==> src/rtl/bmdma_pkg.sv <==
package bmdma_pkg;
   // control word bit positions (software decodes these)
   localparam int CTL_BUSY = 31;
   localparam int CTL_IE   = 30;
   localparam int CTL_DIR  = 29;
   localparam int CTL_GO   = 28;
   localparam int CTL_SUSP = 27;
   localparam int CTL_INC  = 26;
   localparam int CTL_MIO  = 25;
   localparam int CTL_RST  = 24;

   // register layout
   localparam int REGS_PER_CH = 3;
   localparam int OFF_CTRL    = 0;
   localparam int OFF_PBASE   = 1;
   localparam int OFF_MBASE   = 2;
   localparam int SH_REM      = 0;
   localparam int SH_CMEM     = 1;
   localparam int SH_CPCI     = 2;
   localparam int SH_DONE     = 3;
   localparam int SH_COUNT    = 4;

   typedef enum logic [1:0] {
      MV_IDLE  = 2'd0,
      MV_READ  = 2'd1,
      MV_WRITE = 2'd2
   } mv_state_e;
endpackage

==> src/rtl/bmdma_chan.sv <==
module bmdma_chan
   import bmdma_pkg::*;
#(
   parameter int AW     = 32,
   parameter int SIZE_W = 20
) (
   input  logic          clk,
   input  logic          rst_n,
   input  logic          wr_ctrl,
   input  logic          wr_pbase,
   input  logic          wr_mbase,
   input  logic [31:0]   wdata,
   input  logic          set_busy,
   input  logic          rd_clear,
   output logic          go_rise,
   output logic [31:0]   ctrl_q,
   output logic [AW-1:0] pbase_q,
   output logic [AW-1:0] mbase_q
);
   localparam logic [31:0] SIZE_MASK = 32'((64'd1 << SIZE_W) - 64'd1);
   localparam logic [31:0] WMASK     = 32'h7F00_0000 | SIZE_MASK;

   // a start edge needs GO 0->1 with busy clear in the written value
   assign go_rise = wr_ctrl && !ctrl_q[CTL_GO] && wdata[CTL_GO] && !wdata[CTL_BUSY];

   always_ff @(posedge clk) begin
      if (!rst_n) begin
         ctrl_q  <= '0;
         pbase_q <= '0;
         mbase_q <= '0;
      end else begin
         if (wr_ctrl) begin
            ctrl_q           <= (wdata & WMASK) | (ctrl_q & (32'd1 << CTL_BUSY));
            if (set_busy)
               ctrl_q[CTL_BUSY] <= 1'b1;
         end else if (rd_clear) begin
            ctrl_q[CTL_BUSY] <= 1'b0;
            ctrl_q[CTL_GO]   <= 1'b0;
         end
         if (wr_pbase) pbase_q <= wdata[AW-1:0];
         if (wr_mbase) mbase_q <= wdata[AW-1:0];
      end
   end

   assert_busy_rise_R2 : assert property (@(posedge clk) disable iff (!rst_n)
      $rose(ctrl_q[CTL_BUSY]) |-> $past(set_busy));
   assert_busy_fall_R7 : assert property (@(posedge clk) disable iff (!rst_n)
      $fell(ctrl_q[CTL_BUSY]) |-> $past(rd_clear));
endmodule

==> src/rtl/bmdma_mover.sv <==
module bmdma_mover
   import bmdma_pkg::*;
#(
   parameter int AW    = 32,
   parameter int CNT_W = 18,
   parameter int CH_W  = 1
) (
   input  logic             clk,
   input  logic             rst_n,
   input  logic             start,
   input  logic [CH_W-1:0]  start_ch,
   input  logic             start_dir,
   input  logic             start_mio,
   input  logic [AW-1:0]    start_pci,
   input  logic [AW-1:0]    start_mem,
   input  logic [CNT_W-1:0] start_cnt,
   output logic             idle,
   output logic             done,
   output logic [CH_W-1:0]  done_ch,
   output logic [CNT_W-1:0] rem_q,
   output logic [AW-1:0]    cur_pci_q,
   output logic [AW-1:0]    cur_mem_q,
   output logic             mem_valid,
   output logic             mem_write,
   output logic [AW-1:0]    mem_addr,
   output logic [31:0]      mem_wdata,
   input  logic             mem_ready,
   input  logic [31:0]      mem_rdata,
   output logic             pci_valid,
   output logic             pci_write,
   output logic             pci_io,
   output logic [AW-1:0]    pci_addr,
   output logic [31:0]      pci_wdata,
   input  logic             pci_ready,
   input  logic [31:0]      pci_rdata
);
   localparam logic [AW-1:0]    STEP = AW'(4);
   localparam logic [CNT_W-1:0] ONE  = CNT_W'(1);

   mv_state_e        state;
   logic             dir_q, mio_q, done_q;
   logic [CH_W-1:0]  ch_q;
   logic [31:0]      data_q;
   logic             src_ready, dst_ready;
   logic [31:0]      src_rdata;

   // source is PCI when dir is set, memory otherwise
   assign src_ready = dir_q ? pci_ready : mem_ready;
   assign dst_ready = dir_q ? mem_ready : pci_ready;
   assign src_rdata = dir_q ? pci_rdata : mem_rdata;

   always_ff @(posedge clk) begin
      if (!rst_n) begin
         state     <= MV_IDLE;
         dir_q     <= 1'b0;
         mio_q     <= 1'b0;
         done_q    <= 1'b0;
         ch_q      <= '0;
         data_q    <= '0;
         rem_q     <= '0;
         cur_pci_q <= '0;
         cur_mem_q <= '0;
      end else begin
         done_q <= 1'b0;
         case (state)
            MV_IDLE: begin
               if (start) begin
                  ch_q      <= start_ch;
                  dir_q     <= start_dir;
                  mio_q     <= start_mio;
                  cur_pci_q <= start_pci;
                  cur_mem_q <= start_mem;
                  rem_q     <= start_cnt;
                  if (start_cnt == '0) done_q <= 1'b1;
                  else                 state  <= MV_READ;
               end
            end
            MV_READ: begin
               if (src_ready) begin
                  data_q <= src_rdata;
                  state  <= MV_WRITE;
               end
            end
            MV_WRITE: begin
               if (dst_ready) begin
                  cur_pci_q <= cur_pci_q + STEP;
                  cur_mem_q <= cur_mem_q + STEP;
                  rem_q     <= rem_q - ONE;
                  if (rem_q == ONE) begin
                     state  <= MV_IDLE;
                     done_q <= 1'b1;
                  end else begin
                     state <= MV_READ;
                  end
               end
            end
            default: state <= MV_IDLE;
         endcase
      end
   end

   assign idle    = (state == MV_IDLE);
   assign done    = done_q;
   assign done_ch = ch_q;

   assign mem_valid = ((state == MV_READ) && !dir_q) || ((state == MV_WRITE) && dir_q);
   assign pci_valid = ((state == MV_READ) && dir_q) || ((state == MV_WRITE) && !dir_q);
   assign mem_write = (state == MV_WRITE);
   assign pci_write = (state == MV_WRITE);
   assign mem_addr  = cur_mem_q;
   assign pci_addr  = cur_pci_q;
   assign mem_wdata = data_q;
   assign pci_wdata = data_q;
   assign pci_io    = !mio_q;

   assert_hold_mem_R6 : assert property (@(posedge clk) disable iff (!rst_n)
      (mem_valid && !mem_ready) |=> (mem_valid && $stable(mem_addr) && $stable(mem_write)));
   assert_hold_pci_R6 : assert property (@(posedge clk) disable iff (!rst_n)
      (pci_valid && !pci_ready) |=> (pci_valid && $stable(pci_addr) && $stable(pci_io)));
   assert_rem_step_R6 : assert property (@(posedge clk) disable iff (!rst_n)
      (rem_q != $past(rem_q)) |-> ($past(start) || (rem_q == $past(rem_q) - ONE)));
endmodule

==> src/rtl/bmdma_engine.sv <==
module bmdma_engine
   import bmdma_pkg::*;
#(
   parameter int NUM_CH = 2,
   parameter int AW     = 32,
   parameter int SIZE_W = 20,
   parameter int RA_W   = 4
) (
   input  logic              clk,
   input  logic              rst_n,
   input  logic              cpu_sel,
   input  logic              cpu_we,
   input  logic [RA_W-1:0]   cpu_addr,
   input  logic [31:0]       cpu_wdata,
   output logic [31:0]       cpu_rdata,
   output logic              mem_valid,
   output logic              mem_write,
   output logic [AW-1:0]     mem_addr,
   output logic [31:0]       mem_wdata,
   input  logic              mem_ready,
   input  logic [31:0]       mem_rdata,
   output logic              pci_valid,
   output logic              pci_write,
   output logic              pci_io,
   output logic [AW-1:0]     pci_addr,
   output logic [31:0]       pci_wdata,
   input  logic              pci_ready,
   input  logic [31:0]       pci_rdata,
   output logic [NUM_CH-1:0] done_flag
);
   localparam int CNT_W   = SIZE_W - 2;
   localparam int CH_W    = (NUM_CH > 1) ? $clog2(NUM_CH) : 1;
   localparam int SH_BASE = NUM_CH * REGS_PER_CH;

   localparam logic [RA_W-1:0] A_REM  = RA_W'(SH_BASE + SH_REM);
   localparam logic [RA_W-1:0] A_CMEM = RA_W'(SH_BASE + SH_CMEM);
   localparam logic [RA_W-1:0] A_CPCI = RA_W'(SH_BASE + SH_CPCI);
   localparam logic [RA_W-1:0] A_DONE = RA_W'(SH_BASE + SH_DONE);

   // elaboration-time parameter checks
   generate
      if (NUM_CH < 1 || SH_BASE + SH_COUNT > (1 << RA_W))
         $error("bmdma_engine: NUM_CH does not fit in RA_W address bits");
      if (SIZE_W < 3 || SIZE_W > 24)
         $error("bmdma_engine: SIZE_W must lie in 3..24");
      if (AW < 3 || AW > 32)
         $error("bmdma_engine: AW must lie in 3..32");
   endgenerate

   logic              rd_acc, wr_acc;
   logic [NUM_CH-1:0] wr_ctrl, wr_pbase, wr_mbase, rd_ctrl;
   logic [NUM_CH-1:0] go_rise, set_busy, rd_clear;
   logic [31:0]       ctrl_q  [NUM_CH];
   logic [AW-1:0]     pbase_q [NUM_CH];
   logic [AW-1:0]     mbase_q [NUM_CH];

   logic              mv_idle, mv_done, start;
   logic [CH_W-1:0]   start_ch, done_ch;
   logic [CNT_W-1:0]  rem_q;
   logic [AW-1:0]     cur_pci_q, cur_mem_q;
   logic [AW-1:0]     start_pci, start_mem;

   assign rd_acc = cpu_sel && !cpu_we;
   assign wr_acc = cpu_sel && cpu_we;

   genvar g;
   generate
      for (g = 0; g < NUM_CH; g++) begin : g_ch
         localparam logic [RA_W-1:0] A_CTRL = RA_W'(g * REGS_PER_CH + OFF_CTRL);
         localparam logic [RA_W-1:0] A_PB   = RA_W'(g * REGS_PER_CH + OFF_PBASE);
         localparam logic [RA_W-1:0] A_MB   = RA_W'(g * REGS_PER_CH + OFF_MBASE);

         assign wr_ctrl[g]  = wr_acc && (cpu_addr == A_CTRL);
         assign wr_pbase[g] = wr_acc && (cpu_addr == A_PB);
         assign wr_mbase[g] = wr_acc && (cpu_addr == A_MB);
         assign rd_ctrl[g]  = rd_acc && (cpu_addr == A_CTRL);
         assign set_busy[g] = go_rise[g] && mv_idle;
         assign rd_clear[g] = rd_ctrl[g] && (rem_q == '0);

         bmdma_chan #(.AW(AW), .SIZE_W(SIZE_W)) u_chan (
            .clk      (clk),
            .rst_n    (rst_n),
            .wr_ctrl  (wr_ctrl[g]),
            .wr_pbase (wr_pbase[g]),
            .wr_mbase (wr_mbase[g]),
            .wdata    (cpu_wdata),
            .set_busy (set_busy[g]),
            .rd_clear (rd_clear[g]),
            .go_rise  (go_rise[g]),
            .ctrl_q   (ctrl_q[g]),
            .pbase_q  (pbase_q[g]),
            .mbase_q  (mbase_q[g])
         );

         // done flag: set on completion with IE, cleared by write-one
         always_ff @(posedge clk) begin
            if (!rst_n)
               done_flag[g] <= 1'b0;
            else if (mv_done && (done_ch == CH_W'(g)) && ctrl_q[g][CTL_IE])
               done_flag[g] <= 1'b1;
            else if (wr_acc && (cpu_addr == A_DONE) && cpu_wdata[g])
               done_flag[g] <= 1'b0;
         end

         assert_flag_rise_R9 : assert property (@(posedge clk) disable iff (!rst_n)
            $rose(done_flag[g]) |-> $past(mv_done));
         assert_lone_start_R8 : assert property (@(posedge clk) disable iff (!rst_n)
            $rose(ctrl_q[g][CTL_BUSY]) |-> $past(mv_idle));
         assert_busyw_nostart_R3 : assert property (@(posedge clk) disable iff (!rst_n)
            (wr_ctrl[g] && cpu_wdata[CTL_BUSY] && mv_idle) |=> mv_idle);
      end
   endgenerate

   // the only write in a cycle picks the starting channel
   always_comb begin
      start_ch  = '0;
      start_pci = '0;
      start_mem = '0;
      for (int i = 0; i < NUM_CH; i++) begin
         if (go_rise[i]) begin
            start_ch  = CH_W'(i);
            start_pci = pbase_q[i];
            start_mem = mbase_q[i];
         end
      end
   end

   assign start = (|go_rise) && mv_idle;

   bmdma_mover #(.AW(AW), .CNT_W(CNT_W), .CH_W(CH_W)) u_mover (
      .clk       (clk),
      .rst_n     (rst_n),
      .start     (start),
      .start_ch  (start_ch),
      .start_dir (cpu_wdata[CTL_DIR]),
      .start_mio (cpu_wdata[CTL_MIO]),
      .start_pci (start_pci),
      .start_mem (start_mem),
      .start_cnt (cpu_wdata[SIZE_W-1:2]),
      .idle      (mv_idle),
      .done      (mv_done),
      .done_ch   (done_ch),
      .rem_q     (rem_q),
      .cur_pci_q (cur_pci_q),
      .cur_mem_q (cur_mem_q),
      .mem_valid (mem_valid),
      .mem_write (mem_write),
      .mem_addr  (mem_addr),
      .mem_wdata (mem_wdata),
      .mem_ready (mem_ready),
      .mem_rdata (mem_rdata),
      .pci_valid (pci_valid),
      .pci_write (pci_write),
      .pci_io    (pci_io),
      .pci_addr  (pci_addr),
      .pci_wdata (pci_wdata),
      .pci_ready (pci_ready),
      .pci_rdata (pci_rdata)
   );

   // read mux
   always_comb begin
      cpu_rdata = '0;
      for (int i = 0; i < NUM_CH; i++) begin
         if (cpu_addr == RA_W'(i * REGS_PER_CH + OFF_CTRL))  cpu_rdata = ctrl_q[i];
         if (cpu_addr == RA_W'(i * REGS_PER_CH + OFF_PBASE)) cpu_rdata = 32'(pbase_q[i]);
         if (cpu_addr == RA_W'(i * REGS_PER_CH + OFF_MBASE)) cpu_rdata = 32'(mbase_q[i]);
      end
      if (cpu_addr == A_REM)  cpu_rdata = 32'(rem_q);
      if (cpu_addr == A_CMEM) cpu_rdata = 32'(cur_mem_q);
      if (cpu_addr == A_CPCI) cpu_rdata = 32'(cur_pci_q);
      if (cpu_addr == A_DONE) cpu_rdata = 32'(done_flag);
   end
endmodule

==> config.mk <==
export PLATFORM = sky130hd
export DESIGN_NAME = bmdma_engine
export DESIGN_NICKNAME = d
export VERILOG_FILES = /design/src/rtl/bmdma_pkg.sv /design/src/rtl/bmdma_chan.sv /design/src/rtl/bmdma_mover.sv /design/src/rtl/bmdma_engine.sv
export SDC_FILE = /design/constraint.sdc
export NUM_CORES = 1
export LEC_CHECK = 0
export BUFFER_PORTS_ARGS = -buffer_cell sky130_fd_sc_hd__buf_2
export CAP_MARGIN = 15
export CELL_PAD_IN_SITES_DETAIL_PLACEMENT = 1
export CELL_PAD_IN_SITES_GLOBAL_PLACEMENT = 1
export CORE_AREA = 10 10 219 221
export DETAILED_ROUTE_END_ITERATION = 10
export DIE_AREA = 0 0 229 231
export PLACE_DENSITY = 0.78
export SLEW_MARGIN = 10
export SYNTH_ARGS = -nofsm -noshare
export SYNTH_HDL_FRONTEND = slang
export SYNTH_HIERARCHICAL = 1
export SYNTH_SLANG_ARGS = --single-unit
==> constraint.sdc <==
create_clock -name clk -period 3.7 [get_ports clk]
set_input_delay 0.37 -clock clk [delete_from_list [all_inputs] [get_ports clk]]
set_output_delay 0.37 -clock clk [all_outputs]
set_load 0.03 [all_outputs]
; After elaboration in Yosys (flattened, before gate mapping)
; Cells that the tools add are included.
[totals]
wordCells = 145
out_inout_bits = 167
register_bits = 314
input_bits = 106
[op_classes]
n_eq_ne = 16
n_addsub = 3
n_bitwise = 3
n_reduce_logical = 54
muxes = 50
[ops]
columns = cell, count
row1 = 32-bit two-way mux, 19
row2 = 32-bit case mux with 2 select lines, 2
row3 = 32-bit by 3-bit adder with 32-bit output (second input constant), 2
row4 = 31-bit by 32-bit bitwise OR with 32-bit output, 2
row5 = 18-bit logical NOT, 2
row6 = 18-bit two-way mux, 2
row7 = 18-bit case mux with 2 select lines, 1
row8 = 1-bit logical AND, 32
row9 = 1-bit two-way mux, 20
row10 = 18-bit by 1-bit == test with 1-bit output (second input constant), 1
row11 = 18-bit by 1-bit subtractor with 18-bit output (second input constant), 1
row12 = 4-bit by 3-bit == test with 1-bit output (second input constant), 4
row13 = 2-bit nonzero test, 5
row14 = 4-bit by 2-bit == test with 1-bit output (second input constant), 2
row15 = 4-bit == test (second input constant), 2
row16 = 2-bit two-way mux, 4
row17 = 1-bit logical NOT, 6
row18 = 2-bit by 1-bit != test with 1-bit output (second input constant), 3
row19 = 2-bit case mux with 3 select lines, 1
row20 = 4-bit by 1-bit == test with 1-bit output (second input constant), 1
row21 = 4-bit logical NOT, 1
row22 = 2-bit AND reduction, 2
row23 = 4-bit AND reduction, 1
row24 = 3-bit AND reduction, 1
row25 = other kinds (8), 9

; Longest topological paths before layout
[logic_depth]
ltp_word = 11
ltp_mapped = 18
depth_no_buf = 11

; Cells and area by module
; The synthesis kept the hierarchy.
[modules_own_cells]
columns = module, n_inst, seq_area_each_um2, cells_each, area_per_inst_um2
row1 = bmdma_mover, 1, 2402.3, 947, 7417.1
row2 = bmdma_chan, 2, 1841.8, 306, 3634.7
row3 = bmdma_engine, 1, 40.0, 675, 3857.4

; Worst setup path before layout
; No wires, ideal clock.
[synth_timing]
path_kind = input port to flip-flop
startpoint = input cpu_addr[2]
endpoint = register u_mover.cur_pci_q[25]
path_stages = 17
n_path_buf = 6
path_slack_ps = 343
t_required_ps = 3638
t_arrival_ps = 3295
setup_ps = 62
cell_sequence = buf_4 -> buf_2 -> nor2_1 -> nand3_1 -> nor2_1 -> buf_4 -> buf_6 -> and4bb_2 -> clkbuf_1 -> and2_1 -> or2_2 -> nor2_1 -> a211oi_1 -> clkbuf_1 -> o21ai_0 -> or4_1 -> nand3_1
[synth_via]
elab_chain_cells = 9
elab_cells_between_ends = 18
classes_between = 2 x eq/ne / 4 x mux / 12 x reduce/logical
[synth_lines]
columns = item, line
row1 = "start, declared", bmdma_engine.sv:13  ; input logic [RA_W-1:0] cpu_addr,
row2 = 4-bit by 2-bit == test with 1-bit output, bmdma_engine.sv:73  ; assign wr_ctrl[g] = wr_acc && (cpu_addr == A_CTRL);
row3 = 1-bit logical AND, bmdma_engine.sv:73
row4 = named net wr_ctrl[1], bmdma_engine.sv:51  ; logic [NUM_CH-1:0] wr_ctrl, wr_pbase, wr_mbase, rd_ctrl;
row5 = 1-bit logical AND (3 in series), bmdma_chan.sv:24  ; assign go_rise = wr_ctrl && !ctrl_q[CTL_GO] && wdata[CTL_GO] && !wdata[CTL_BUSY];
row6 = named net go_rise[1], bmdma_engine.sv:52  ; logic [NUM_CH-1:0] go_rise, set_busy, rd_clear;
row7 = 2-bit OR reduction, bmdma_engine.sv:128  ; assign start = (|go_rise) && mv_idle;
row8 = 1-bit logical AND, bmdma_engine.sv:128
row9 = named net start, bmdma_engine.sv:57  ; logic mv_idle, mv_done, start;
row10 = 2-bit by 1-bit != test with 1-bit output (no source line), --
row11 = 3-bit AND reduction (no source line), --
row12 = "end signal, assigned", bmdma_mover.sv:71  ; cur_pci_q <= start_pci;
row13 = "end signal, assigned", bmdma_mover.sv:86  ; cur_pci_q <= cur_pci_q + STEP;
row14 = "end, declared", bmdma_mover.sv:21  ; output logic [AW-1:0] cur_pci_q,
; The timed path passes the listed nets, and every way through them passes these cells. The select of a mux whose other input is x is not followed.
; A chain may end at the register's enable or synchronous reset.

; Worst setup path in the final report
[layout_timing]
startpoint = input cpu_addr[1]
endpoint = output cpu_rdata[14]
[layout_via]
elab_chain_cells = 11
elab_cells_between_ends = 20
classes_between = 9 x eq/ne / 10 x mux / 1 x reduce/logical
[layout_lines]
columns = item, line
row1 = 4-bit logical NOT, bmdma_engine.sv:165  ; if (cpu_addr == RA_W'(i * REGS_PER_CH + OFF_CTRL)) cpu_rdata = ctrl_q[i];
row2 = 32-bit two-way mux, bmdma_engine.sv:165
row3 = 32-bit two-way mux, bmdma_engine.sv:166  ; if (cpu_addr == RA_W'(i * REGS_PER_CH + OFF_PBASE)) cpu_rdata = 32'(pbase_q[i]);
row4 = 32-bit two-way mux, bmdma_engine.sv:167  ; if (cpu_addr == RA_W'(i * REGS_PER_CH + OFF_MBASE)) cpu_rdata = 32'(mbase_q[i]);
row5 = 32-bit two-way mux, bmdma_engine.sv:165
row6 = 32-bit two-way mux, bmdma_engine.sv:166
row7 = 32-bit two-way mux, bmdma_engine.sv:167
row8 = 32-bit two-way mux, bmdma_engine.sv:169  ; if (cpu_addr == A_REM) cpu_rdata = 32'(rem_q);
row9 = 32-bit two-way mux, bmdma_engine.sv:170  ; if (cpu_addr == A_CMEM) cpu_rdata = 32'(cur_mem_q);
row10 = 32-bit two-way mux, bmdma_engine.sv:171  ; if (cpu_addr == A_CPCI) cpu_rdata = 32'(cur_pci_q);
row11 = 32-bit two-way mux *, bmdma_engine.sv:172  ; if (cpu_addr == A_DONE) cpu_rdata = 32'(done_flag);
row12 = "end, declared", bmdma_engine.sv:15  ; output logic [31:0] cpu_rdata,
; Every way passes the cells marked *; elsewhere a longest branch is shown, timed or not.

==> run_results.csv <==
group,metric,value,unit
outcome,status,"completed",
sta,final_min_period_over_clock_period,0.885,
worst_setup_path,rrSetupSlack,730,ps
sta,finalHoldViolations,0,
floorplanning,initial_utilization,0.424,
floorplanning,top_level_ports,273,
synthesis,yosys_register_bits,306,
floorplanning,die_y,231,µm
sta,sum_of_negative_setup_slack,0,ps
sta,tightestPinTransition,1120,ps
clock_tree,clkTransAtPathRegs,60,ps
worst_setup_path,worstPathRequired,3330,ps
global_route,grt_overflow_total,0,
global_route,first_global_vias,18026,
power_and_ir_drop,peakVddDrop,0.318,mV
global_route,grt_pass1_wl,116000,µm
synthesis,mappedNetlistArea,18500,µm²
sta,max_freq,0.305,GHz
clock_tree,worst_skew_pair_latency,590,ps
power_and_ir_drop,power.density_cell_area,386,nW/µm²
route,post_drt_via_cell_ratio,6.12,
worst_setup_path,cp_top_family,"buffers and inverters",
synthesis,ys_types,85,
worst_setup_path,cp_slowest_cell,"nor3b_2",
route,detail_route.wirelength,77300,µm
route,vias,17997,
clock_tree,post_cts_buffers,0,
clock_tree,tritoncts.num_buffers,39,
worst_setup_path,start_kind,"input port",
clock_tree,depth_of_the_cts_h_tree,2,
sta,rsz0062_at_grt,"false",
floorplanning,chipWidth,229,µm
worst_setup_path,worstReg2RegEnd,"u_mover/cur_pci_q[11]$_SDFFE_PN0P_",
sta,layout_setup_ws,426,ps
worst_setup_path,max_stage_delay,550,ps
worst_setup_path,worstPathArrival,2900,ps
sta,post-route-min-period,3270,ps
route,wire_per_inst,26.3,µm
min_path,min_from,"cpu_wdata[22]",
placement,gp_congestion,0.950,
clock_tree,cts_buffer_depth,3,
global_route,grt_max_degree,129,
final_layout,post_route_cells_drive_above_1_share,0.193,
clock_tree,clock_tree.root_cell,"clkbuf_16",
final_layout,area_growth,11.4,%
sta,final-max-slew-violation-count,0,
route,drt_first_pass_iters,5,
sta,fin_worst_hold_slack,104,ps
synthesis,syn_avg_cell_area,8.30,µm²
worst_setup_path,worst-path-max-fanout,86,
route,ant_nets,0,
synthesis,synth_sequential_area_ratio,0.330,
job,timing.max_cap.violations,0,
worst_setup_path,worstRegToRegCells,5,
sta,fin_clk_skew,18.2,ps
worst_setup_path,timing.rr.start,"u_mover/state[1]$_SDFFE_PN0P_",
min_path,worstHoldPathCells,3,
route,drtIter0Drc,1531,
min_path,min-delay-path-class,"in2reg",
synthesis,postSynth.topFlopCell,"dfxtp_1",
placement,placement.setup.worst_slack,303,ps
clock_tree,tritoncts_clock_tree,"done",
route,drc,0,
clock_tree,clock-sinks,306,
synthesis,synth_cells,2234,
min_path,whs_endpoint,"g_ch[1].u_chan/pbase_q[22]$_SDFFE_PN0P_",
sta,worst_slew_margin_rel,0.257,
sta,final_setup_violation_count,0,
global_route,grt_antenna_before_repair,8,
floorplanning,core_region_area,43700,µm²
synthesis,synth-async-reset-ratio,0,
clock_tree,cts_resized,0,
worst_setup_path,cpMostUsedCell,"buf_4",
floorplanning,row_count,77,
final_layout,finish.cell_count_without_fillers,2942,
synthesis,number_of_synthesized_flops_with_an_enable_pin,0,
worst_setup_path,critical_path.endpoint_type,"output pin",
placement,detailed_place_hpwl,54600,µm
placement,dp_cells,2874,
final_layout,finalCoreUtilization,0.472,
global_route,track_usage,0.278,
worst_setup_path,critical_path_buf_inv_count,4,
synthesis,yosysWarningCount,6,
final_layout,post_route_standard_cell_area_excluding_fillers,20700,µm²
floorplanning,floorplan.die_area,52900,µm²
final_layout,nets,2433,
placement,dpl-instance-area,19300,µm²
worst_setup_path,critPathKind,"in2out",
clock_tree,cts_hold_buffers,0,
power_and_ir_drop,p_total,7.96,mW
worst_setup_path,crit_path_cell_trace,"buf_4 -> buf_12 -> nor3b_2 -> nand2_1 -> a311o_1 -> a221oi_1 -> buf_4 -> buf_2",
placement,port-buffer-count,272,
power_and_ir_drop,p_leak,7.13,nW
## Yosys cell counts, drive strengths merged, types with 7 or more instances
master	count	area, µm²
or3	13	81.3
a22oi	24	180
nand4	21	131
nand2b	16	103
nor2	147	567
and3	20	125
nand2	239	897
o21ai	186	938
mux2i	253	2530
a211oi	69	528
o211ai	10	75.1
clkbuf	91	342
a221oi	18	189
inv	16	60.1
buf	201	1590
nand3	46	230
o32ai	8	70.1
and4	9	78.8
o21a	8	60.1
mux2	13	146
o22a	9	78.8
a31oi	18	113
o22ai	17	106
nor3	27	156
nor4	18	125
and2	7	43.8
dfxtp	306	6130
a21oi	112	561
o221ai	8	70.1
nor2b	193	1210
a311oi	15	131
a311o	9	90.1
## worst max-delay path by stage
| stage | from | to | slack [ps] | cells past startpoint |
|---|---|---|---|---|
| after floorplan | cpu_addr[2] | u_mover/cur_pci_q[25]$_SDFFE_PN0P_ | 340 | 17 |
| after global placement | cpu_addr[2] | u_mover/cur_pci_q[26]$_SDFFE_PN0P_ | 420 | 12 |
| after detailed placement | cpu_addr[2] | u_mover/cur_pci_q[26]$_SDFFE_PN0P_ | 300 | 12 |
| after CTS | cpu_addr[2] | cpu_rdata[5] | 500 | 8 |
| after global routing | cpu_addr[1] | cpu_rdata[5] | 380 | 8 |
| final | cpu_addr[1] | cpu_rdata[14] | 430 | 8 |
## per-layer routing
layer | up-vias | track usage | share of wire
li1 | 8079 | - | -
met1 | 8860 | 0.358 | 0.42
met2 | 897 | 0.438 | 0.45
met3 | 149 | 0.0840 | 0.10
met4 | 12 | 0.0824 | 0.027
met5 | - | 0 | 0.00096
## layout make-up
cell class | instances | area (µm²)
repair buffers | 334 | 1900
clock inverters | 9 | 160
flip-flops and latches | 306 | 6130
multi-input cells | 1625 | 10500
diodes | 2 | 5.00
clock buffers | 57 | 1150
well taps | 592 | 741
inverters | 17 | 63.8
fillers | 5328 | 23100
## worst min-delay path, stage by stage
cell and delay (ps):
buf_2 120, mux2i_1 70, nor2b_1 90
## logic make-up (layout without fill, tap and decap cells)
kind of cell / Yosys count / count (layout) / synth area share
XOR/XNOR: 4 / 4 / 0.00189
AO/OA/AOI/OAI: 559 / 559 / 0.195
other: 2 / 10 / 0.000405
AND/OR/NAND/NOR: 782 / 782 / 0.215
multiplexers: 268 / 268 / 0.147
flip-flops: 306 / 306 / 0.330
buffers and inverters: 309 / 417 / 0.107
adder cells (fa/ha/maj): 4 / 4 / 0.00270
## cells in the final DEF, fill, tap and decap left out, types with 7 or more instances in the layout
cell / n
nor2b_1: 192
inv_1: 14
a211oi_1: 67
and3_1: 20
o32ai_1: 8
a31oi_1: 18
clkbuf_8: 11
o211ai_1: 10
buf_2: 269
mux2i_1: 253
a311o_1: 9
nor3_1: 20
conb_1: 8
a221oi_1: 13
nor2_1: 142
mux2_2: 13
nand2_1: 239
a311oi_1: 15
nand2b_1: 15
clkbuf_1: 7
clkbuf_16: 39
o21ai_1: 8
nand3_1: 46
a22oi_1: 24
and4_1: 9
a21oi_1: 112
o21ai_0: 176
o221ai_1: 8
or3_1: 13
o22a_1: 9
o22ai_1: 17
buf_4: 60
o21a_1: 8
dfxtp_1: 304
and2_1: 7
nand4_1: 21
nor4_1: 16
## registers in the layout, summed over array words and instances (netlist names), 2 cells and up
name and cells:
done_flag 2, g_ch.u_chan/ctrl_q 56, g_ch.u_chan/mbase_q 64, g_ch.u_chan/pbase_q 64
u_mover/cur_mem_q 32, u_mover/cur_pci_q 32, u_mover/mem_wdata 32, u_mover/rem_q 18
u_mover/state 2
## where the power goes
| part | internal (mW) | switching [mW] |
|---|---|---|
| Clock | 2.38 | 1.56 |
| Combinational | 0.224 | 0.452 |
| Sequential | 3.32 | 0.0288 |
Power figures use the tool's default switching activity.
